===== src/rtl/cmt_pkg.sv =====
package cmt_pkg;

    typedef enum logic {
        CH_STOPPED  = 1'b0,
        CH_COUNTING = 1'b1
    } ch_state_e;

    typedef enum logic [1:0] {
        RS_CTRL  = 2'd0,
        RS_COUNT = 2'd1,
        RS_CONST = 2'd2,
        RS_NONE  = 2'd3
    } reg_idx_e;

    localparam int PRE_W = 9;

    // Last prescaler value before a tick, for each divisor selection.
    function automatic logic [PRE_W-1:0] div_limit(input logic [1:0] sel);
        unique case (sel)
            2'd0:    return 9'd7;
            2'd1:    return 9'd31;
            2'd2:    return 9'd127;
            default: return 9'd511;
        endcase
    endfunction

endpackage


===== src/rtl/cmt_prescale.sv =====
module cmt_prescale
    import cmt_pkg::*;
(
    input  logic       clk,
    input  logic       rst_n,
    input  logic       active,
    input  logic [1:0] div_sel,
    output logic       tick
);

    logic [PRE_W-1:0] pre_q;
    logic [PRE_W-1:0] limit;

    assign limit = div_limit(div_sel);

    // ">=" keeps the divider safe when the selection shrinks mid-count.
    assign tick = active && (pre_q >= limit);

    always_ff @(posedge clk) begin
        if (!rst_n) begin
            pre_q <= '0;
        end else if (!active || tick) begin
            pre_q <= '0;
        end else begin
            pre_q <= pre_q + 1'b1;
        end
    end

endmodule


===== src/rtl/cmt_channel.sv =====
module cmt_channel
    import cmt_pkg::*;
#(
    parameter int CW   = 32,
    parameter bit WIDE = 1'b1
) (
    input  logic          clk,
    input  logic          rst_n,
    input  logic          run,
    input  logic          wr_ctrl,
    input  logic          wr_count,
    input  logic          wr_const,
    input  logic [31:0]   wdata,
    output logic [CW-1:0] count_q,
    output logic [CW-1:0] const_q,
    output logic [15:0]   ctrl_rd,
    output logic          match_q,
    output logic          irq
);

    localparam int MATCH_BIT = WIDE ? 15 : 7;
    localparam int CFG_W     = WIDE ? 14 : 7;
    localparam int IE_BIT    = WIDE ? 5 : 6;

    ch_state_e        state_q, state_d;
    logic             active;
    logic             tick;
    logic             count_en;
    logic             at_const;
    logic             at_full;
    logic             hit;
    logic             roll;
    logic [CFG_W-1:0] cfg_q;

    cmt_prescale u_pre (
        .clk     (clk),
        .rst_n   (rst_n),
        .active  (active),
        .div_sel (cfg_q[1:0]),
        .tick    (tick)
    );

    // State register
    always_ff @(posedge clk) begin
        if (!rst_n) begin
            state_q <= CH_STOPPED;
        end else begin
            state_q <= state_d;
        end
    end

    // Next state
    always_comb begin
        state_d = state_q;
        unique case (state_q)
            CH_STOPPED:  if (run)  state_d = CH_COUNTING;
            CH_COUNTING: if (!run) state_d = CH_STOPPED;
        endcase
    end

    // State outputs
    always_comb begin
        active = 1'b0;
        unique case (state_q)
            CH_STOPPED:  active = 1'b0;
            CH_COUNTING: active = 1'b1;
        endcase
        // A bus load of the counter wins over a count in the same cycle.
        count_en = active && run && tick && !wr_count;
    end

    assign at_const = (count_q == const_q);
    assign at_full  = &count_q;
    assign hit      = count_en && at_const;
    assign roll     = count_en && !at_const && at_full;

    always_ff @(posedge clk) begin
        if (!rst_n) begin
            count_q <= '0;
        end else if (wr_count) begin
            count_q <= wdata[CW-1:0];
        end else if (count_en) begin
            if (at_const || at_full) begin
                count_q <= '0;
            end else begin
                count_q <= count_q + 1'b1;
            end
        end
    end

    always_ff @(posedge clk) begin
        if (!rst_n) begin
            const_q <= '1;
        end else if (wr_const) begin
            const_q <= wdata[CW-1:0];
        end
    end

    always_ff @(posedge clk) begin
        if (!rst_n) begin
            cfg_q   <= '0;
            match_q <= 1'b0;
        end else if (wr_ctrl) begin
            cfg_q   <= wdata[CFG_W-1:0];
            match_q <= (match_q & wdata[MATCH_BIT]) | hit;
        end else begin
            match_q <= match_q | hit;
        end
    end

    generate
        if (WIDE) begin : g_wrap
            logic wrap_q;
            always_ff @(posedge clk) begin
                if (!rst_n) begin
                    wrap_q <= 1'b0;
                end else if (wr_ctrl) begin
                    wrap_q <= (wrap_q & wdata[14]) | roll;
                end else begin
                    wrap_q <= wrap_q | roll;
                end
            end
            assign ctrl_rd = {match_q, wrap_q, cfg_q};
        end else begin : g_nowrap
            assign ctrl_rd = {8'h00, match_q, cfg_q};
        end
    endgenerate

    assign irq = match_q & cfg_q[IE_BIT];

endmodule


===== src/rtl/cmt_timer.sv =====
module cmt_timer
    import cmt_pkg::*;
#(
    parameter int NUM_CH = 2,
    parameter bit WIDE   = 1'b1,
    parameter int ADDR_W = 8
) (
    input  logic              clk,
    input  logic              rst_n,
    input  logic              bus_wr,
    input  logic              bus_rd,
    input  logic [ADDR_W-1:0] bus_addr,
    input  logic [31:0]       bus_wdata,
    output logic [31:0]       bus_rdata,
    output logic [NUM_CH-1:0] irq
);

    localparam int CW      = WIDE ? 32 : 16;
    localparam int STEP    = WIDE ? 4 : 2;
    localparam int SPAN    = 4 * STEP;
    localparam int STEP_LG = $clog2(STEP);
    localparam int SPAN_LG = $clog2(SPAN);
    localparam int PG_W    = ADDR_W - SPAN_LG;

    logic [PG_W-1:0]   page;
    logic [1:0]        idx;
    logic              aligned;
    logic              start_sel;
    logic [NUM_CH-1:0] run_q;
    logic [NUM_CH-1:0] cnt_wr_v;
    logic [NUM_CH-1:0] ctrl_wr_v;
    logic [NUM_CH-1:0] const_wr_v;
    logic [NUM_CH-1:0] match_v;
    logic [CW-1:0]     count_v [NUM_CH];
    logic [CW-1:0]     const_v [NUM_CH];
    logic [15:0]       ctrl_v  [NUM_CH];
    logic [31:0]       rd_mux;

    assign page      = bus_addr[ADDR_W-1:SPAN_LG];
    assign idx       = bus_addr[SPAN_LG-1:STEP_LG];
    assign aligned   = (bus_addr[STEP_LG-1:0] == '0);
    assign start_sel = aligned && (page == '0) && (idx == 2'd0);

    always_ff @(posedge clk) begin
        if (!rst_n) begin
            run_q <= '0;
        end else if (bus_wr && start_sel) begin
            run_q <= bus_wdata[NUM_CH-1:0];
        end
    end

    generate
        for (genvar k = 0; k < NUM_CH; k++) begin : g_ch
            logic ch_sel;
            assign ch_sel        = aligned && (page == PG_W'(k + 1));
            assign ctrl_wr_v[k]  = bus_wr && ch_sel && (idx == RS_CTRL);
            assign cnt_wr_v[k]   = bus_wr && ch_sel && (idx == RS_COUNT);
            assign const_wr_v[k] = bus_wr && ch_sel && (idx == RS_CONST);

            cmt_channel #(
                .CW   (CW),
                .WIDE (WIDE)
            ) u_ch (
                .clk      (clk),
                .rst_n    (rst_n),
                .run      (run_q[k]),
                .wr_ctrl  (ctrl_wr_v[k]),
                .wr_count (cnt_wr_v[k]),
                .wr_const (const_wr_v[k]),
                .wdata    (bus_wdata),
                .count_q  (count_v[k]),
                .const_q  (const_v[k]),
                .ctrl_rd  (ctrl_v[k]),
                .match_q  (match_v[k]),
                .irq      (irq[k])
            );
        end
    endgenerate

    always_comb begin
        rd_mux = '0;
        if (start_sel) begin
            rd_mux = 32'(run_q);
        end
        if (aligned) begin
            for (int k = 0; k < NUM_CH; k++) begin
                if (page == PG_W'(k + 1)) begin
                    unique case (reg_idx_e'(idx))
                        RS_CTRL:  rd_mux = 32'(ctrl_v[k]);
                        RS_COUNT: rd_mux = 32'(count_v[k]);
                        RS_CONST: rd_mux = 32'(const_v[k]);
                        default:  rd_mux = '0;
                    endcase
                end
            end
        end
    end

    always_ff @(posedge clk) begin
        if (!rst_n) begin
            bus_rdata <= '0;
        end else if (bus_rd) begin
            bus_rdata <= rd_mux;
        end
    end

endmodule


===== config.mk =====
export PLATFORM = sky130hd
export DESIGN_NAME = cmt_timer
export DESIGN_NICKNAME = d
export VERILOG_FILES = /design/src/rtl/cmt_pkg.sv /design/src/rtl/cmt_prescale.sv /design/src/rtl/cmt_channel.sv /design/src/rtl/cmt_timer.sv
export SDC_FILE = /design/constraint.sdc
export NUM_CORES = 1
export LEC_CHECK = 0
export BUFFER_PORTS_ARGS = -buffer_cell sky130_fd_sc_hd__buf_4
export CORE_UTILIZATION = 35
export CTS_BUF_LIST = sky130_fd_sc_hd__clkbuf_4 sky130_fd_sc_hd__clkbuf_8
export CTS_CLUSTER_SIZE = 25
export DETAILED_ROUTE_END_ITERATION = 8
export PLACE_DENSITY = 0.56
export SKIP_LAST_GASP = 1
export SLEW_MARGIN = 20
export SYNTH_ARGS = -nofsm -noshare
export SYNTH_HDL_FRONTEND = slang
export SYNTH_SLANG_ARGS = --single-unit

===== constraint.sdc =====
create_clock -name clk -period 3.41 [get_ports clk]
set_clock_uncertainty 0.15 [all_clocks]
set_input_delay 0.341 -clock clk [delete_from_list [all_inputs] [get_ports clk]]
set_output_delay 0.341 -clock clk [all_outputs]
set_load 0.05 [all_outputs]

# [After elaboration in Yosys (flattened, before gate mapping)]
# Index checks and enable logic that the tools add are counted.
[classes] add_sub_neg=4 multipliers=0 div=0 order_cmp=2 eq_ne=10 shifts=0 mux=22 bitwise_logic=17 reduce_logical=48
[ops] op="32-bit two-way mux" n=9
[ops] op="32-bit one-hot mux with 3 select lines" n=2
[ops] op="32-bit by 1-bit adder with 32-bit output (second input constant)" n=2
[ops] op="32-bit == test" n=2
[ops] op="32-bit AND reduction" n=2
[ops] op="9-bit one-hot mux with 3 select lines" n=2
[ops] op="1-bit logical AND" n=27
[ops] op="9-bit by 1-bit adder with 9-bit output (second input constant)" n=2
[ops] op="9-bit greater-or-equal comparator" n=2
[ops] op="2-bit logical NOT" n=4
[ops] op="1-bit OR" n=8
[ops] op="1-bit AND" n=6
[ops] op="2-bit by 1-bit == test with 1-bit output (second input constant)" n=3
[ops] op="2-bit == test (second input constant)" n=3
[ops] op="1-bit logical NOT" n=6
[ops] op="1-bit two-way mux" n=6
[ops] op="4-bit by 1-bit == test with 1-bit output (second input constant)" n=1
[ops] op="4-bit by 2-bit == test with 1-bit output (second input constant)" n=1
[ops] op="4-bit logical NOT" n=1
[ops] op="1-bit logical OR" n=4
[ops] op="1-bit one-hot mux with 2 select lines" n=2
[ops] op="2-bit nonzero test" n=2
[ops] op="2-bit OR reduction" n=2
[ops] op="1-bit NOT" n=3
[ops] op="2-bit two-way mux" n=1
[totals] reg_bits=214 latchBits=0 ram_bits=0 romBits=0 inputBits=44 out_inout_bits=34 wordCells=119 n_memories=0

# [Longest topological paths before layout]
# Gate-level depths: netlist of the first run.
[logic_depth] word_depth=10 depth_mapped=11 ltp_nobuf=9

# [By module]
# From an unflattened synthesis of the first run, not the netlist that was laid out.
[hier_totals] cells_unflattened=1434 hier_area_um2=12409.4
[by_module_without_submodules] module="cmt_channel (g_ch[0].u_ch)" instances=1 cells_per_inst=502 area_per_inst_um2=4359.2 seq_area_each_um2=1621.6
[by_module_without_submodules] module="cmt_channel (g_ch[1].u_ch)" instances=1 cells_per_inst=507 area_per_inst_um2=4341.7 seq_area_each_um2=1621.6
[by_module_without_submodules] module="cmt_timer" instances=1 cells_per_inst=311 area_per_inst_um2=2687.6 seq_area_each_um2=680.7
[by_module_without_submodules] module="cmt_prescale" instances=2 cells_per_inst=57 area_per_inst_um2=510.5 seq_area_each_um2=180.2

# [Least setup slack after synthesis of the first run]
# OpenSTA, ideal clock, no wires.
[synth_path] kind="reg-to-reg" from="reg g_ch[0].u_ch.cfg_q[1]" to="reg g_ch[0].u_ch.count_q[7]" setup_ns=0.122 arrival_ns=2.175 required_time_ns=3.138 setup_slack_ns=0.962 stages_incl_launch_ff=11 path_buffers=2 synth_period_minus_slack_ns=2.448 path_cell_list="dfxtp_1 nand2_1 ha_1 and4_1 a221oi_1 or2_1 buf_2 clkbuf_1 nor3_1 a211oi_1 a21oi_1"
[synth_between] elab_chain_len=7 word_cells_on_any_way=9 cone_classes="order compare: 1; eq/ne: 2; mux: 1; reduce/logical: 5"
[synth_rtl] item="start: declaration" line_no="cmt_channel.sv:33" source="logic [CFG_W-1:0] cfg_q;"
[synth_rtl] item="start signal: assignment" line_no="cmt_channel.sv:104" source="cfg_q <= wdata[CFG_W-1:0];"
[synth_rtl] item="2-bit == test (tied with other cells)" line_no="cmt_pkg.sv:19" source="unique case (sel)"
[synth_rtl] item="9-bit one-hot mux with 3 select lines (*)" line_no="cmt_pkg.sv:19"
[synth_rtl] item="9-bit greater-or-equal comparator (*)" line_no="cmt_prescale.sv:17" source="assign tick = active && (pre_q >= limit);"
[synth_rtl] item="1-bit logical AND (*)" line_no="cmt_prescale.sv:17"
[synth_rtl] item="1-bit logical AND (*) (2 in a row)" line_no="cmt_channel.sv:69" source="count_en = active && run && tick && !wr_count;"
[synth_rtl] item="2-bit nonzero test (no source line) (*)"
[synth_rtl] item="end signal: assignment" line_no="cmt_channel.sv:81" source="count_q <= wdata[CW-1:0];"
[synth_rtl] item="end signal: assignment" line_no="cmt_channel.sv:86" source="count_q <= count_q + 1'b1;"
[synth_rtl] item="end: declaration" line_no="cmt_channel.sv:14" source="output logic [CW-1:0] count_q,"
# Mark *: on every way between the ends. The rest lies on a longest branch, timed or not.
# A chain may end at the register's enable or synchronous reset.

# [Worst setup path after layout of the first run]
[layout_path] from="reg g_ch[1].u_ch.cfg_q[1]" to="reg g_ch[1].u_ch.count_q[4]"
[layout_between] elab_chain_len=7 word_cells_on_any_way=9 cone_classes="order compare: 1; eq/ne: 2; mux: 1; reduce/logical: 5"
[layout_rtl] item="start: declaration" line_no="cmt_channel.sv:33"
[layout_rtl] item="start signal: assignment" line_no="cmt_channel.sv:104"
[layout_rtl] item="2-bit == test (tied with other cells)" line_no="cmt_pkg.sv:19"
[layout_rtl] item="9-bit one-hot mux with 3 select lines (*)" line_no="cmt_pkg.sv:19"
[layout_rtl] item="9-bit greater-or-equal comparator (*)" line_no="cmt_prescale.sv:17"
[layout_rtl] item="1-bit logical AND (*)" line_no="cmt_prescale.sv:17"
[layout_rtl] item="1-bit logical AND (*) (2 in a row)" line_no="cmt_channel.sv:69"
[layout_rtl] item="2-bit nonzero test (no source line) (*)"
[layout_rtl] item="end signal: assignment" line_no="cmt_channel.sv:81"
[layout_rtl] item="end signal: assignment" line_no="cmt_channel.sv:86"
[layout_rtl] item="end: declaration" line_no="cmt_channel.sv:14"
# Marks and branches as above.

==> impl_metrics.csv, run 1 <==
group,metric,value,unit
floorplanning,io-pin-count,78,
yosys,synthXorXnorAreaFrac,7.70,%
drt,vias,11400,
setup_path,worst_ep_arrival_time,3.41,ns
placement,routabilityCongestion,0.926,
drt,drtPass1Iterations,5,
yosys,synth-compound-area-share,18.1,%
yosys,ys_ff_latch,214,
floorplanning,core_area,32000,um2
yosys,yosys.area.top_type,"dfxtp_1",
yosys,syn_area,11500,um2
cells_and_area,final_cell_mix,"274 x nand2_1, 214 x dfxtp_1, 124 x buf_4",
drt,drc,0,
floorplanning,initial_utilization,36.0,%
clock_tree,htreeDepth,2,
clock_tree,cts_num_sinks,214,
drt,wl_per_cell,20.2,um
yosys,synth_top_family_by_area,"simple AND/OR/NAND/NOR gates",
yosys,synth_edf_count,0,
placement,dp_hpwl,29.3,mm
clock_tree,numCtsBuffers,41,
drt,vias_per_cell,5.58,
clock_tree,post_cts_resized,0,
pwr,peakVddDrop,0.234,mV
timing,min_period_over_period,90.5,%
timing,rsz0062_at_grt,"no",
cells_and_area,diodes,0,
yosys,synthAdderAreaFrac,1.63,%
yosys,async_reset_ff_share,0,%
yosys,ys.flop_type,"dfxtp_1",
cells_and_area,seqCellArea,4280,um2
global_routing,grt_pass1_wl,62.8,mm
global_routing,antenna_found_initial,0,
run,maxCapViolations,0,
global_routing,grt-ovfl-total,0,
cells_and_area,area_growth,18.7,%
drt,drt-initial-drc-count,1054,
hold_path,hold_class,"in -> reg",
setup_path,critPathLaunchType,"register",
yosys,yosysTopAreaCellShare,37.3,%
timing,hold_slack,0.0575,ns
cells_and_area,nets,1637,
setup_path,crit_type,"reg -> reg",
pwr,p_leak,5.04,nW
setup_path,cp.required,3.73,ns
yosys,synthMuxAreaShare,2.79,%
yosys,synth_simple_gate_area_share,27.2,%
clock_tree,cts_tree,"done",
placement,portBuffers,77,
timing,fin_crit,3.09,ns
yosys,ys_types,62,
global_routing,grt_usage,24.2,%
clock_tree,root_buffer,"clkbuf_8",
placement,placed_cells,1936,
clock_tree,holdBufCountCts,34,
floorplanning,die_h,183,um
floorplanning,die_w,183,um
global_routing,grt_max_degree,45,
timing,worst_pin_slew,0.809,ns
cells_and_area,drive_above_1_share,14.1,%
global_routing,grt_pass1_vias,10500,
cells_and_area,multi_input_area,6650,um2
timing,max_slew_margin,45.5,%
setup_path,end_kind,"register",
drt,drt-total-wl,41.2,mm
yosys,synth_warnings,0,
pwr,powerDensity,407,nW/um2
clock_tree,path_clk_slew,0.06,ns
clock_tree,clockBufferDepth,3,
drt,ant_nets,0,
floorplanning,dieArea,33600,um2
clock_tree,cts_setup_buffers,0,
cells_and_area,num-fill-cells,3294,
timing,drv_slew,0,
yosys,syn_inst,1504,
yosys,seq_area_frac_synth,37.3,%
timing,finalSetupViolations,0,
floorplanning,row_count,65,
yosys,synth_fp_nets,1563,
yosys,synthTopCellsByArea,"dfxtp_1 37%, nand2_1 8.9%, a22oi_1 6.3%",
timing,max_freq,324,MHz
timing,setup_tns,0,ns
pwr,power,0.00555,W
timing,hold_viol_final,0,
setup_path,crit_fanout,23,
cells_and_area,stdcell_count,2041,
status,status,"complete, no violations",
cells_and_area,layout_commonest_cell,"nand2_1",
clock_tree,clk_latency,0.55,ns
yosys,syn_avg_cell_area,7.64,um2
[per-layer routing]
layer / up-vias / share of wire, % / track usage [%]
li1: 5447 / - / -
met1: 5468 / 46 / 33.8
met2: 417 / 45 / 37.9
met3: 62 / 7.1 / 4.09
met4: 0 / 2.4 / 7.47
met5: - / 0 / 0
[metrics by stage]
step	setup slack, ns	cell area [um2]	util [%]
after CTS	0.319	13600	42.7
after global placement	0.344	12400	38.9
after detailed placement	0.328	12400	38.9
after global routing	0.0286	13600	42.7
after floorplan	0.962	11500	-
final	0.324	13600	42.7
[Yosys cell counts, types with 15 or more instances]
cell type and instances:
a21oi_1 108, a22oi_1 96, and2_1 15, and3_1 18, buf_2 40, clkbuf_1 77, dfxtp_1 214, ha_1 15
mux2i_1 32, nand2_1 274, nand3_1 114, nand4_1 20, nor2_1 115, nor3_1 24, nor4_1 22, o21ai_0 48
o21ai_1 24, o22ai_1 21, xnor2_1 19, xor2_1 82
[flip-flops by register name (all words and copies together), names as in the netlist]
signal	flops
bus_rdata	32
g_ch.u_ch.cfg_q	28
g_ch.u_ch.count_q	64
g_ch.u_ch.state_q	2
run_q	2
g_ch.u_ch.g_wrap.wrap_q	2
g_ch.u_ch.match_q	2
g_ch.u_ch.const_q	64
g_ch.u_ch.u_pre.pre_q	18
[area by class of cell]
type,instances,area share (%)
sequential,214,31.4
inverter,11,0.312
clock buffer,69,6.18
tap,435,3.99
clock inverter,2,0.0917
multi-input combinational,1152,48.7
timing repair buffer,158,9.32
[worst max-delay path, cell delays in order, from the launching register on]
cell      delay [ns]
dfxtp_1         0.43
nor2_1          0.09
ha_1            0.30
nand3_1         0.07
o21a_1          0.18
o21ai_1         0.38
o211ai_2        0.42
nor2_4          0.62
a32oi_1         0.18
a21oi_1         0.17
[final timing paths]
| check | startpoint | endpoint | slack [ns] | cells after the start |
|---|---|---|---|---|
| worst max-delay path | g_ch[1].u_ch.cfg_q[1] | g_ch[1].u_ch.count_q[4] | 0.32 | 9 |
| worst min register to register | g_ch[1].u_ch.cfg_q[2] | g_ch[1].u_ch.cfg_q[2] | 0.31 | 2 |
| worst max register to register | g_ch[1].u_ch.cfg_q[1] | g_ch[1].u_ch.count_q[4] | 0.32 | 9 |
| worst min-delay path | rst_n | g_ch[0].u_ch.const_q[1] | 0.06 | 2 |
[power breakdown]
group / internal [W] / total, W / leakage [nW] / switching (W)
registers: 0.00251 / 0.00252 / 1.73 / 0.0000101
clock network: 0.00154 / 0.00267 / 0.456 / 0.00113
logic: 0.000119 / 0.000360 / 2.86 / 0.000240
[cells by family after synthesis]
kind of cell               Yosys count
AOI/OAI and AO/OA                  339
xor gates and xnor gates           101
adders and majority gates           15
buffers and inverters              138
DFF                                214
muxes                               32
and+or+nand+nor                    665
No activity file was read; power rests on OpenSTA's default activity.
==> run 2: changes to the inputs <==
- RECOVER_POWER: not set -> 50
==> impl_metrics.csv, run 2 (synthesized netlist as in run 1, its figures left out) <==
group,metric,value,unit
clock_tree,clockBufferDepth,3,
timing,hold_viol_final,0,
timing,max_freq,322,MHz
global_routing,grt_max_degree,45,
global_routing,grt_pass1_wl,62.8,mm
placement,routabilityCongestion,0.926,
cells_and_area,final_cell_mix,"274 x nand2_1, 214 x dfxtp_1, 114 x nand3_1",
pwr,pwr-share-seq,45.4,%
global_routing,grt_pass1_vias,10500,
floorplanning,initial_utilization,36.0,%
setup_path,max_stage_delay,1.23,ns
global_routing,grt_usage,24.2,%
setup_path,critPathTopFamily,"buffers and inverters",
cells_and_area,layout_commonest_cell,"nand2_1",
run,maxCapViolations,3,
pwr,clkPwrFrac,48.2,%
clock_tree,htreeDepth,2,
cells_and_area,nets,1637,
timing,fin_crit,3.11,ns
cells_and_area,area_growth,17.3,%
floorplanning,dieArea,33600,um2
drt,drtPass1Iterations,5,
pwr,p_comb_share,6.4,%
timing,drv_slew,111,
setup_path,crit_fanout,32,
placement,portBuffers,77,
drt,drc,0,
setup_path,crit_chain,"buf_4 > clkbuf_2 > nor2b_1 > clkbuf_1 > a21oi_1 > o22ai_1 > a21oi_1 > o22ai_1 > and2_1",
pwr,p_sw_share,24.9,%
setup_path,worst_ep_arrival_time,3.45,ns
setup_path,crit_type,"in -> reg",
floorplanning,io-pin-count,78,
drt,drt-initial-drc-count,1065,
drt,ant_nets,0,
setup_path,end_kind,"register",
setup_path,critical_path_buf_inv_count,3,
global_routing,grt-ovfl-total,0,
placement,dp_hpwl,29.3,mm
clock_tree,root_buffer,"clkbuf_8",
pwr,powerDensity,412,nW/um2
timing,rsz0062_at_grt,"no",
hold_path,hold_class,"in -> reg",
timing,worst_pin_slew,2.21,ns
drt,wl_per_cell,20.1,um
floorplanning,die_h,183,um
global_routing,antenna_found_initial,0,
pwr,cellInternalPower,0.00417,W
setup_path,critPathLaunchType,"input pin",
pwr,p_sw,0.00138,W
setup_path,crit_slowest_cell,"clkbuf_1",
clock_tree,cts_tree,"done",
timing,hold_slack,0.222,ns
clock_tree,numCtsBuffers,41,
timing,setup_tns,0,ns
status,violations,"max-capacitance violations, max-slew violations",
drt,vias,11400,
drt,drt-total-wl,41.0,mm
clock_tree,path_clk_slew,0.06,ns
status,status,"complete, but fails checks",
pwr,p_leak,4.87,nW
timing,max_slew_margin,-47.3,%
cells_and_area,drive_above_1_share,11.6,%
clock_tree,cts_setup_buffers,0,
cells_and_area,largestRegisters,"g_ch.u_ch.const_q x64, g_ch.u_ch.count_q x64, bus_rdata x32",
floorplanning,core_area,32000,um2
floorplanning,row_count,65,
timing,finalSetupViolations,0,
timing,min_period_over_period,91.2,%
pwr,peakVddDrop,0.232,mV
clock_tree,clk_latency,0.56,ns
floorplanning,die_w,183,um
drt,vias_per_cell,5.59,
clock_tree,cts_num_sinks,214,
clock_tree,post_cts_resized,0,
cells_and_area,diodes,0,
setup_path,cp.required,3.75,ns
[run 2: layout make-up]
type / count / area [um2]
fillers: 3335 / 18500
inverters: 11 / 41.3
flip-flops and latches: 214 / 4280
well taps: 435 / 544
clock buffers: 69 / 843
repair buffers: 158 / 1120
multi-input cells: 1152 / 6640
clock inverters: 2 / 12.5
[run 2: stage by stage]
stage	instance area [um2]	std cells	util [%]	setup slack (ns)	total power, W
global route	13500	2041	42.2	0.0285	0.00574
finish	13500	2041	42.2	0.300	0.00555
global placement	12400	1936	38.9	0.344	0.00289
detailed placement	12400	1936	38.9	0.328	0.00289
floorplan	11500	1504	-	0.962	0.00272
CTS	13600	2041	42.7	0.319	0.00559
[run 2: routing by layer]
metal / up-vias / GRT usage (%) / wire length [um]
met3: 68 / 4.09 / 3000
li1: 5445 / - / -
met4: 0 / 7.47 / 1060
met5: - / 0 / 0
met2: 434 / 37.9 / 18300
met1: 5461 / 33.8 / 18600
[run 2: worst reg2reg max path, cell delays in order (launching register included)]
cell      delay, ns
dfxtp_1        0.43
nor2_1         0.10
ha_1           0.30
nand3_1        0.07
o21a_1         0.18
o21ai_1        0.39
o211ai_2       0.43
nor2_4         0.63
a32oi_1        0.19
a21oi_1        0.17
[run 2: worst paths after layout]
| check | from | to | cells after the start | slack (ns) |
|---|---|---|---|---|
| hold reg to reg | g_ch[1].u_ch.cfg_q[2] | g_ch[1].u_ch.cfg_q[2] | 2 | 0.31 |
| hold / removal | bus_addr[4] | run_q[0] | 5 | 0.22 |
| setup reg to reg | g_ch[1].u_ch.cfg_q[1] | g_ch[1].u_ch.count_q[4] | 9 | 0.31 |
| setup / recovery | bus_addr[2] | bus_rdata[0] | 9 | 0.30 |
[run 2: timing repair]
action                                  CTS  global route
endpoints found under the setup margin    0             0
endpoints found under the hold margin   123             0
hold buffers                             34             0
[run 2: power groups by stage]
| stage | Clock [W] | Sequential (W) | Combinational (W) |
|---|---|---|---|
| floorplan | 0 | 0.00257 | 0.000145 |
| global placement | 0 | 0.00257 | 0.000320 |
| detailed placement | 0 | 0.00257 | 0.000319 |
| CTS | 0.00272 | 0.00252 | 0.000351 |
| global route | 0.00285 | 0.00252 | 0.000372 |
| finish | 0.00268 | 0.00252 | 0.000356 |
